--- config.mk ---
export PLATFORM = sky130hd
export DESIGN_NAME = pinshare_port
export DESIGN_NICKNAME = d
export VERILOG_FILES = /design/src/rtl/pinshare_pkg.sv /design/src/rtl/pinshare_owner.sv /design/src/rtl/pinshare_pinmux.sv /design/src/rtl/pinshare_edge.sv /design/src/rtl/pinshare_port.sv
export SDC_FILE = /design/constraint.sdc
export NUM_CORES = 1
export LEC_CHECK = 0
export CORE_MARGIN = 2
export CORE_UTILIZATION = 52
export DETAILED_ROUTE_END_ITERATION = 8
export DONT_BUFFER_PORTS = 1
export PLACE_DENSITY = 0.74
export SLEW_MARGIN = 20
export SYNTH_ARGS = -nofsm -noshare
export SYNTH_HDL_FRONTEND = slang
export SYNTH_SLANG_ARGS = --single-unit
--- constraint.sdc ---
create_clock -name clk -period 0.9 [get_ports clk]
set_input_delay 0.135 -clock clk [delete_from_list [all_inputs] [get_ports clk]]
set_output_delay 0.135 -clock clk [all_outputs]
set_load 0.01 [all_outputs]
--- src/rtl/pinshare_pkg.sv ---
package pinshare_pkg;

   // Who drives a pin this cycle, in falling priority.
   typedef enum logic [1:0] {
      OWN_GPIO = 2'd0,
      OWN_SPI  = 2'd1,
      OWN_PWM  = 2'd2
   } owner_e;

endpackage

--- src/rtl/pinshare_owner.sv ---
module pinshare_owner
   import pinshare_pkg::*;
#(
   parameter int PINS      = 8,
   parameter int SPI_COUNT = 2
) (
   input  logic                 pwm_en,
   input  logic [SPI_COUNT-1:0] spi_en,
   output owner_e               owner [PINS]
);

   localparam int GROUP = PINS / SPI_COUNT;

   for (genvar p = 0; p < PINS; p++) begin : g_pin
      localparam int GRP_IDX = p / GROUP;
      always_comb begin
         if (pwm_en)
            owner[p] = OWN_PWM;
         else if (spi_en[GRP_IDX])
            owner[p] = OWN_SPI;
         else
            owner[p] = OWN_GPIO;
      end
   end

endmodule

--- src/rtl/pinshare_pinmux.sv ---
module pinshare_pinmux
   import pinshare_pkg::*;
#(
   parameter int PINS      = 8,
   parameter int BIDIR_PIN = PINS - 1
) (
   input  owner_e            owner [PINS],
   input  logic [PINS-1:0]   pwm_out,
   input  logic              pwm_pin_dir,
   input  logic [PINS-1:0]   spi_do,
   input  logic [PINS-1:0]   spi_oe,
   input  logic [PINS-1:0]   gpio_data,
   input  logic [PINS-1:0]   gpio_dir,
   input  logic [PINS-1:0]   pin_sync,
   output logic [PINS-1:0]   pad_out,
   output logic [PINS-1:0]   pad_oe,
   output logic [PINS-1:0]   spi_in,
   output logic              pwm_in
);

   for (genvar p = 0; p < PINS; p++) begin : g_pin
      logic pwm_drive;

      // Only one pin may be turned around by the modulator.
      if (p == BIDIR_PIN) begin : g_bidir
         assign pwm_drive = pwm_pin_dir;
      end else begin : g_outonly
         assign pwm_drive = 1'b1;
      end

      always_comb begin
         unique case (owner[p])
            OWN_PWM: begin
               pad_out[p] = pwm_out[p];
               pad_oe[p]  = pwm_drive;
            end
            OWN_SPI: begin
               pad_out[p] = spi_do[p];
               pad_oe[p]  = spi_oe[p];
            end
            default: begin
               pad_out[p] = gpio_data[p];
               pad_oe[p]  = gpio_dir[p];
            end
         endcase
         spi_in[p] = (owner[p] == OWN_SPI) ? pin_sync[p] : 1'b0;
      end
   end

   assign pwm_in = (owner[BIDIR_PIN] == OWN_PWM) && !pwm_pin_dir
                   ? pin_sync[BIDIR_PIN] : 1'b0;

endmodule

--- src/rtl/pinshare_edge.sv ---
module pinshare_edge #(
   parameter int PINS        = 8,
   parameter int SYNC_STAGES = 2
) (
   input  logic            clk,
   input  logic            rst_n,
   input  logic [PINS-1:0] pad_in,
   input  logic [PINS-1:0] irq_pol,
   input  logic [PINS-1:0] flag_clr,
   output logic [PINS-1:0] pin_sync,
   output logic [PINS-1:0] flags
);

   localparam int LAST = SYNC_STAGES - 1;

   logic [PINS-1:0]      stage [SYNC_STAGES];
   logic [PINS-1:0]      hist;
   logic [SYNC_STAGES:0] fill;
   logic [PINS-1:0]      hit;

   assign pin_sync = stage[LAST];

   // An edge counts only once the history stage holds a real sample.
   always_comb begin
      if (fill[SYNC_STAGES])
         hit = (pin_sync & ~hist & irq_pol) | (~pin_sync & hist & ~irq_pol);
      else
         hit = '0;
   end

   always_ff @(posedge clk or negedge rst_n) begin
      if (!rst_n) begin
         for (int s = 0; s < SYNC_STAGES; s++) stage[s] <= '0;
         hist  <= '0;
         fill  <= '0;
         flags <= '0;
      end else begin
         stage[0] <= pad_in;
         for (int s = 1; s < SYNC_STAGES; s++) stage[s] <= stage[s-1];
         hist  <= stage[LAST];
         fill  <= {fill[SYNC_STAGES-1:0], 1'b1};
         // A new edge outranks a clear in the same cycle.
         flags <= (flags & ~flag_clr) | hit;
      end
   end

endmodule

--- src/rtl/pinshare_port.sv ---
module pinshare_port
   import pinshare_pkg::*;
#(
   parameter int PINS        = 8,
   parameter int SPI_COUNT   = 2,
   parameter int SYNC_STAGES = 2
) (
   input  logic                 clk,
   input  logic                 rst_n,
   input  logic                 pwm_en,
   input  logic [PINS-1:0]      pwm_out,
   input  logic                 pwm_pin_dir,
   input  logic [SPI_COUNT-1:0] spi_en,
   input  logic [PINS-1:0]      spi_do,
   input  logic [PINS-1:0]      spi_oe,
   input  logic [PINS-1:0]      gpio_data,
   input  logic [PINS-1:0]      gpio_dir,
   input  logic [PINS-1:0]      irq_en,
   input  logic [PINS-1:0]      irq_pol,
   input  logic [PINS-1:0]      flag_clr,
   input  logic [PINS-1:0]      pad_in,
   output logic [PINS-1:0]      pad_out,
   output logic [PINS-1:0]      pad_oe,
   output logic [PINS-1:0]      port_in,
   output logic                 pwm_in,
   output logic [PINS-1:0]      spi_in,
   output logic [PINS-1:0]      irq_flag,
   output logic                 irq_req
);

   localparam int BIDIR_PIN = PINS - 1;

   if (SPI_COUNT < 1 || PINS % SPI_COUNT != 0) begin : g_bad_groups
      $error("PINS must split evenly into SPI_COUNT groups");
   end
   if (SYNC_STAGES < 2) begin : g_bad_sync
      $error("SYNC_STAGES must be at least 2");
   end
   if (PINS < 2) begin : g_bad_pins
      $error("PINS must be at least 2");
   end

   owner_e          owner [PINS];
   logic [PINS-1:0] pin_sync;
   logic [PINS-1:0] flags;

   pinshare_owner #(
      .PINS      (PINS),
      .SPI_COUNT (SPI_COUNT)
   ) u_owner (
      .pwm_en (pwm_en),
      .spi_en (spi_en),
      .owner  (owner)
   );

   pinshare_edge #(
      .PINS        (PINS),
      .SYNC_STAGES (SYNC_STAGES)
   ) u_edge (
      .clk      (clk),
      .rst_n    (rst_n),
      .pad_in   (pad_in),
      .irq_pol  (irq_pol),
      .flag_clr (flag_clr),
      .pin_sync (pin_sync),
      .flags    (flags)
   );

   pinshare_pinmux #(
      .PINS      (PINS),
      .BIDIR_PIN (BIDIR_PIN)
   ) u_mux (
      .owner       (owner),
      .pwm_out     (pwm_out),
      .pwm_pin_dir (pwm_pin_dir),
      .spi_do      (spi_do),
      .spi_oe      (spi_oe),
      .gpio_data   (gpio_data),
      .gpio_dir    (gpio_dir),
      .pin_sync    (pin_sync),
      .pad_out     (pad_out),
      .pad_oe      (pad_oe),
      .spi_in      (spi_in),
      .pwm_in      (pwm_in)
   );

   assign port_in  = pin_sync;
   assign irq_flag = flags;
   assign irq_req  = |(flags & irq_en);

endmodule

==> results of run 1 <==
==> power by group <==
group          total [mW]  switching, mW  internal [mW]
registers            1.75         0.0791           1.67
clock network       0.993          0.533          0.460
logic               0.680          0.296          0.383
total                3.42          0.909           2.51
==> critical path: cells and delay by family (launching register included) <==
family           cells  cell delay [ns]
AO/OA/AOI/OAI        1             0.19
AND/OR/NAND/NOR      1             0.18
flip-flops           1             0.42
==> state kept, by name, summed over array words and instances, names as in the netlist <==
name and cells:
u_edge.hist 8, u_edge.flags 8, u_edge.fill 3, u_edge.pin_sync 8
u_edge.stage 8
==> kinds of logic after synthesis <==
logic type | share of synthesized area [%]
compound gates | 13.2
buf+inv | 6.52
flops | 54.3
mux | 5.59
other cells | 0.233
simple gates | 20.1
==> metal layers <==
metal  wire (um)  up-vias
met3         301        9
met1        1520      627
met2        2550       70
li1            -      582
met4         100        0
met5           0        -
==> placed cells by master (no fill, tap or decap), drive strengths merged <==
master       netlist  final
a211o              7      7
clkbuf             0      8
dlygate4sd3        0     23
nand2b             8      8
nand4              1      1
conb               1      1
o21ai              9      9
and2b              2      2
and2               8      8
nand3              1      1
a22oi              4      4
nor2               1      1
dfrtp             35     35
buf               14     30
nand4b             8      8
nand2             17     17
mux2i              9      9
nor2b              7      7
o311ai             7      7
nand4bb            1      1
==> per-stage QoR <==
step           total power, mW  hold slack (ns)  cell area, um^2  TNS [ns]  std cells
2_1_floorplan             2.07           -0.161             1610         0        140
3_3_place_gp              2.13           -0.160             1700         0        179
5_1_grt                   3.57           0.0169             2300     -6.33        220
3_5_place_dp              2.16           -0.160             1700   -0.0503        179
6_report                  3.42           0.0234             2300     -4.74        220
4_1_cts                   3.29           -0.538             2130     -4.51        215
==> how the worst max path moves through the flow <==
stage	end	slack (ns)	cells past startpoint
2_1_floorplan	u_edge.flags[4]$_DFF_PN0_	0.003	3
3_3_place_gp	irq_req	0.02	2
3_5_place_dp	u_edge.flags[3]$_DFF_PN0_	-0.04	3
4_1_cts	irq_req	-0.34	2
5_1_grt	irq_req	-0.47	2
6_report	irq_req	-0.37	2
==> layout make-up <==
| type | count | area (um^2) | share of cell area [%] |
|---|---|---|---|
| tap | 33 | 41.3 | 1.80 |
| timing repair buffer | 53 | 551 | 23.9 |
| clock buffer | 8 | 68.8 | 2.99 |
| multi-input combinational | 91 | 761 | 33.1 |
| sequential | 35 | 878 | 38.2 |
==> what timing repair did <==
item                       in CTS  in global routing
pin swaps                       5                 13
setup endpoints to repair      31                 34
resized for setup              29                 25
hold buffers                   19                  5
cloned                          0                  0
hold endpoints to repair       51                 37
buffers inserted                9                  2
==> out/metrics.cfg, run 1 <==
[critical_path]
reg2regPathDepth = 3
cp.arrival_ns = 1.13
cp_slowest_cell = dfrtp_1
timing.reg2reg.setup_slack_ns = -0.08
critical_path_class = flip-flop to primary output
cp-startpoint = u_edge.flags[3]$_DFF_PN0_
critPathRequiredTime_ns = 0.76
slowest_delay_ns = 0.42
path_max_fanout = 2
reg2reg_from = u_edge.fill[2]$_DFF_PN0_
crit_chain = a22oi_2, nand4_1
rr_endpoint = u_edge.flags[5]$_DFF_PN0_
crit_path_start_kind = flip-flop
worst_setup_path_end_kind = primary output

[floorplanning]
dieArea_um2 = 3560
fp-row-count = 20
fp.dieW_um = 59.7
pin_count = 120
initial_core_util_pct = 53.7
die_y_um = 59.7
core_um2 = 3000

[drt]
avgRoutedWirePerCell_um = 20.3
drtIter0Drc = 23
wirelength_um = 4480
drc_errors = 0
dr.pass1.iters = 4
viasPerCell = 5.85
vias = 1288
ant_nets = 0

[grt]
grt-busiest-layer = met2
grt_usage_pct = 22.8
globalRouteMet1Util_pct = 23.6
antenna_found_initial = 0
grt_use_met3_pct = 8.23
grt_max_degree = 36
grt.overflow.total = 0
grt_pass1_wl_um = 5690
grt_use_met2_pct = 42.1
grt_pass1_vias = 1257

[clock_tree]
cts_tree = built
cts_htree_levels = 2
cts_root_buf = clkbuf_4
cts_buffer_depth = 2
cts_num_sinks = 35
cts-buffers-inserted = 5
cts.clk_slew.worst_paths_ns = 0.11
clkLatencyLatePin_ns = 0.34

[yosys]
yosys-top-cells-area = dfrtp_1 54%, mux2i_1 5.6%, nand4b_1 4.3%
synth_area_leader_cell = dfrtp_1
synth-async-reset-ratio_pct = 100
ys.warnings.count = 0
synth_cell_types = 23
netlist_instances = 140
seq_area_frac_synth_pct = 54.3
synthTopCellsByCount = 35 x dfrtp_1, 15 x nand2_1, 9 x buf_4, 9 x mux2i_1
synth.most_common_cell = dfrtp_1
syn_area_per_cell_um2 = 11.5
yosysTopAreaCellShare_pct = 54.3
syn-num-nets = 218
synth_ff_type = dfrtp_1
synth-seq-cells = 35
synth_area_um2 = 1610
synth-edff-count = 0

[final_layout]
fillers = 194
final_util_pct = 76.6
drive_gt1_share_pct = 35.3
syn_to_final_growth_pct = 42.7
fin_nets = 264
diodes = 0

[pwr]
p_leak_nw = 1.03
peakVddDrop_uv = 1190
power.density_nw_per_um2 = 1490

[placement]
io_buffers = 0
place_ws_ns = -0.0388
gp_congestion = 0.707
dp_hpwl_um = 2710

[flow_run]
cap_violations = 0

[status]
violations = setup timing
status = complete, but fails checks

[hold_path]
worstHoldStart = irq_pol[3]
hold_path_depth = 2
hold_end = u_edge.flags[3]$_DFF_PN0_
holdCritPathClass = input pin to flip-flop

[sta]
finalCriticalPeriod_ns = 1.27
skew_ns = 0.0115
worst_slack_ns = -0.366
max_freq_mhz = 790
setup_viol = 34
rsz0062_at_grt = yes
period_share_pct = 141
slew_violations = 0
hold_viol_final = 0

Note: power is estimated with default switching activity, not from simulation.
==> run 2: changes to the inputs <==
CORE_UTILIZATION = 30   (was 52)
PLACE_DENSITY = 0.49   (was 0.74)
==> run 2 against run 1 <==
Compared with the run above:
- the run ends with hold timing, setup timing left
- clock power up 65%
- first-iteration DRC count rose to 2.7 times the previous value
- global-route usage down 8.9 points
- count of clock-buffer cells in the layout down 2
- register-to-register slack about the same
- via count down 5.7%
- sequential share of layout area down 0.58 points
- die area up 68%
- worst setup slack better by 0.087 ns
- total power up 17%
- clock skew down 0.0071 ns
==> out/metrics.cfg, run 2 (synthesis gave the netlist of run 1 again) <==
[critical_path]
worst_setup_path_end_kind = primary output
critical_path_class = flip-flop to primary output
reg2reg_from = u_edge.fill[2]$_DFF_PN0_
critPathRequiredTime_ns = 0.76  ; about the same
cp-startpoint = u_edge.flags[2]$_DFF_PN0_
path_max_fanout = 2  ; unchanged
cp.arrival_ns = 1.04  ; -0.09 ns
crit_path_start_kind = flip-flop

[floorplanning]
fp-row-count = 26  ; +30%
die_y_um = 77.3  ; +30%
core_um2 = 5140  ; +71%
dieArea_um2 = 5970  ; +68%
fp.dieW_um = 77.3  ; +30%
initial_core_util_pct = 31.4  ; -22 points
pin_count = 120  ; unchanged

[placement]
place_ws_ns = -0.0630  ; -0.0241 ns
io_buffers = 0  ; unchanged
dp_hpwl_um = 3040  ; +12%
gp_congestion = 0.729  ; +3.1%
dp.cells = 215  ; +20%
placed_area_um2 = 1740  ; +2.3%

[pwr]
peakVddDrop_uv = 1150  ; -3.4%
power_frac_comb_pct = 15.4  ; -4.5 points
p_leak_nw = 1.03  ; about the same
power.density_nw_per_um2 = 1710  ; +15%
p_clk_share_pct = 41.0  ; +12 points
p_sw_share_pct = 21.6  ; -5.0 points
internal-power_mw = 3.13  ; +25%
p_switching_uw = 861  ; -5.2%
p_seq_share_pct = 43.7  ; -7.4 points

[drt]
drc_errors = 0  ; unchanged
dr.pass1.iters = 4  ; unchanged
wirelength_um = 4240  ; -5.3%
ant_nets = 0  ; unchanged
avgRoutedWirePerCell_um = 17.0  ; -17%
vias = 1215  ; -5.7%
drtIter0Drc = 62  ; +170%
viasPerCell = 4.86  ; -17%

[clock_tree]
cts_buffer_depth = 2  ; unchanged
cts_num_sinks = 35  ; unchanged
cts_hold_buf = 15  ; -4
cts_tree = built
cts-buffers-inserted = 5  ; unchanged
cts_root_buf = clkbuf_8
cts_htree_levels = 2  ; unchanged
cts.clk_slew.worst_paths_ns = 0.07  ; -0.04 ns
clkLatencyLatePin_ns = 0.28  ; -0.06 ns

[final_layout]
drive_gt1_share_pct = 38.3  ; +3.0 points
syn_to_final_growth_pct = 45.1
final_util_pct = 45.5  ; -31 points
mostFrequentLayoutCells = 32 x dfrtp_1, 22 x buf_6, 15 x dlygate4sd3_1
final_common_cell = dfrtp_1
diodes = 0  ; unchanged
fin_nets = 257  ; -2.7%
final_area_um2 = 2340  ; +1.7%
fillers = 497  ; +160%
final_cells = 250  ; +14%

[sta]
finalCriticalPeriod_ns = 1.18  ; -0.0870 ns
worst_slack_ns = -0.279  ; +0.0870 ns
setup_viol = 33  ; -2.9%
hold_viol_final = 35  ; +35
slew_violations = 0  ; unchanged
period_share_pct = 131  ; -9.7 points
hold-worst-slack_ns = -0.459  ; -0.482 ns
skew_ns = 0.00440  ; -0.00711 ns
rsz0062_at_grt = yes
max_freq_mhz = 848  ; +7.4%

[grt]
grt_pass1_vias = 1276  ; +1.5%
grt_max_degree = 36  ; unchanged
grt.overflow.total = 0  ; unchanged
antenna_found_initial = 0  ; unchanged
grt_usage_pct = 13.9  ; -8.9 points
grt_pass1_wl_um = 6470  ; +14%

[status]
status = complete, but fails checks
violations = hold timing, setup timing

[hold_path]
holdCritPathClass = input pin to asynchronous set/reset pin

[flow_run]
cap_violations = 0  ; unchanged

==> run 2: cell count changes in the layout (fill, tap and decap cells not counted) <==
cell,change
dlygate4sd3_1,-8
clkbuf_4,-5
clkbuf_8,+3
buf_4,+2
bufinv_16,+2
buf_12,-1
dfrtp_1,-1
dfrtp_2,+1
nand2_2,-1
nand2_4,+1
o311ai_1,-1
o311ai_2,+1
==> run 2: final cells by class <==
class,instances,area (um^2),share of cell area [%]
tap,70,87.6,3.75
multi-input combinational,91,773,33.1
timing repair buffer,46,465,19.9
sequential,35,880,37.6
clock inverter,2,60.1,2.57
clock buffer,6,72.6,3.10
==> run 2: metrics by stage <==
stage	setup TNS (ns)	total power, mW
3_5_place_dp	-0.105	2.15
2_1_floorplan	0	2.07
5_1_grt	-4.13	4.17
6_report	-2.80	4.00
3_3_place_gp	-0.0611	2.14
4_1_cts	-3.00	4.00
==> run 2: power by group through the flow <==
stage | logic (mW) | clock network (mW) | registers (mW)
2_1_floorplan | 0.298 | 0 | 1.77
3_3_place_gp | 0.391 | 0 | 1.75
3_5_place_dp | 0.395 | 0 | 1.76
4_1_cts | 0.579 | 1.69 | 1.74
5_1_grt | 0.656 | 1.76 | 1.75
6_report | 0.614 | 1.64 | 1.74
==> run 2: final timing paths <==
| check | endpoint | slack [ns] | cells after the start |
|---|---|---|---|
| max in group asynchronous | u_edge.pin_sync[2]$_DFF_PN0_ | 1.27 | 0 |
| worst min register to register | u_edge.fill[1]$_DFF_PN0_ | 0.35 | 0 |
| worst min-delay path | u_edge.pin_sync[0]$_DFF_PN0_ | -0.46 | 0 |
| worst max-delay path | irq_req | -0.28 | 2 |
| min in group clk | u_edge.flags[6]$_DFF_PN0_ | 0.05 | 2 |
| worst max register to register | u_edge.flags[7]$_DFF_PN0_ | -0.08 | 3 |
==> run 2: worst max-delay path, stage by stage, from the launching register on <==
cell,delay (ns)
dfrtp_1,0.40
a22oi_1,0.18
nand4_1,0.19
==> run 2: timing repair <==
item                                   CTS  global route
setup buffers                           10             2
setup endpoints to repair               33            34
pin swaps                                5             9
cloned                                   1             0
gates resized for setup                 43            14
endpoints found under the hold margin   50            35
==> run 2: layer usage <==
layer / track usage [%] / routed length, um
met1: 17.0 / 1700
met2: 23.8 / 2320
met3: 3.65 / 167
met4: 4.46 / 48
met5: 0 / 0
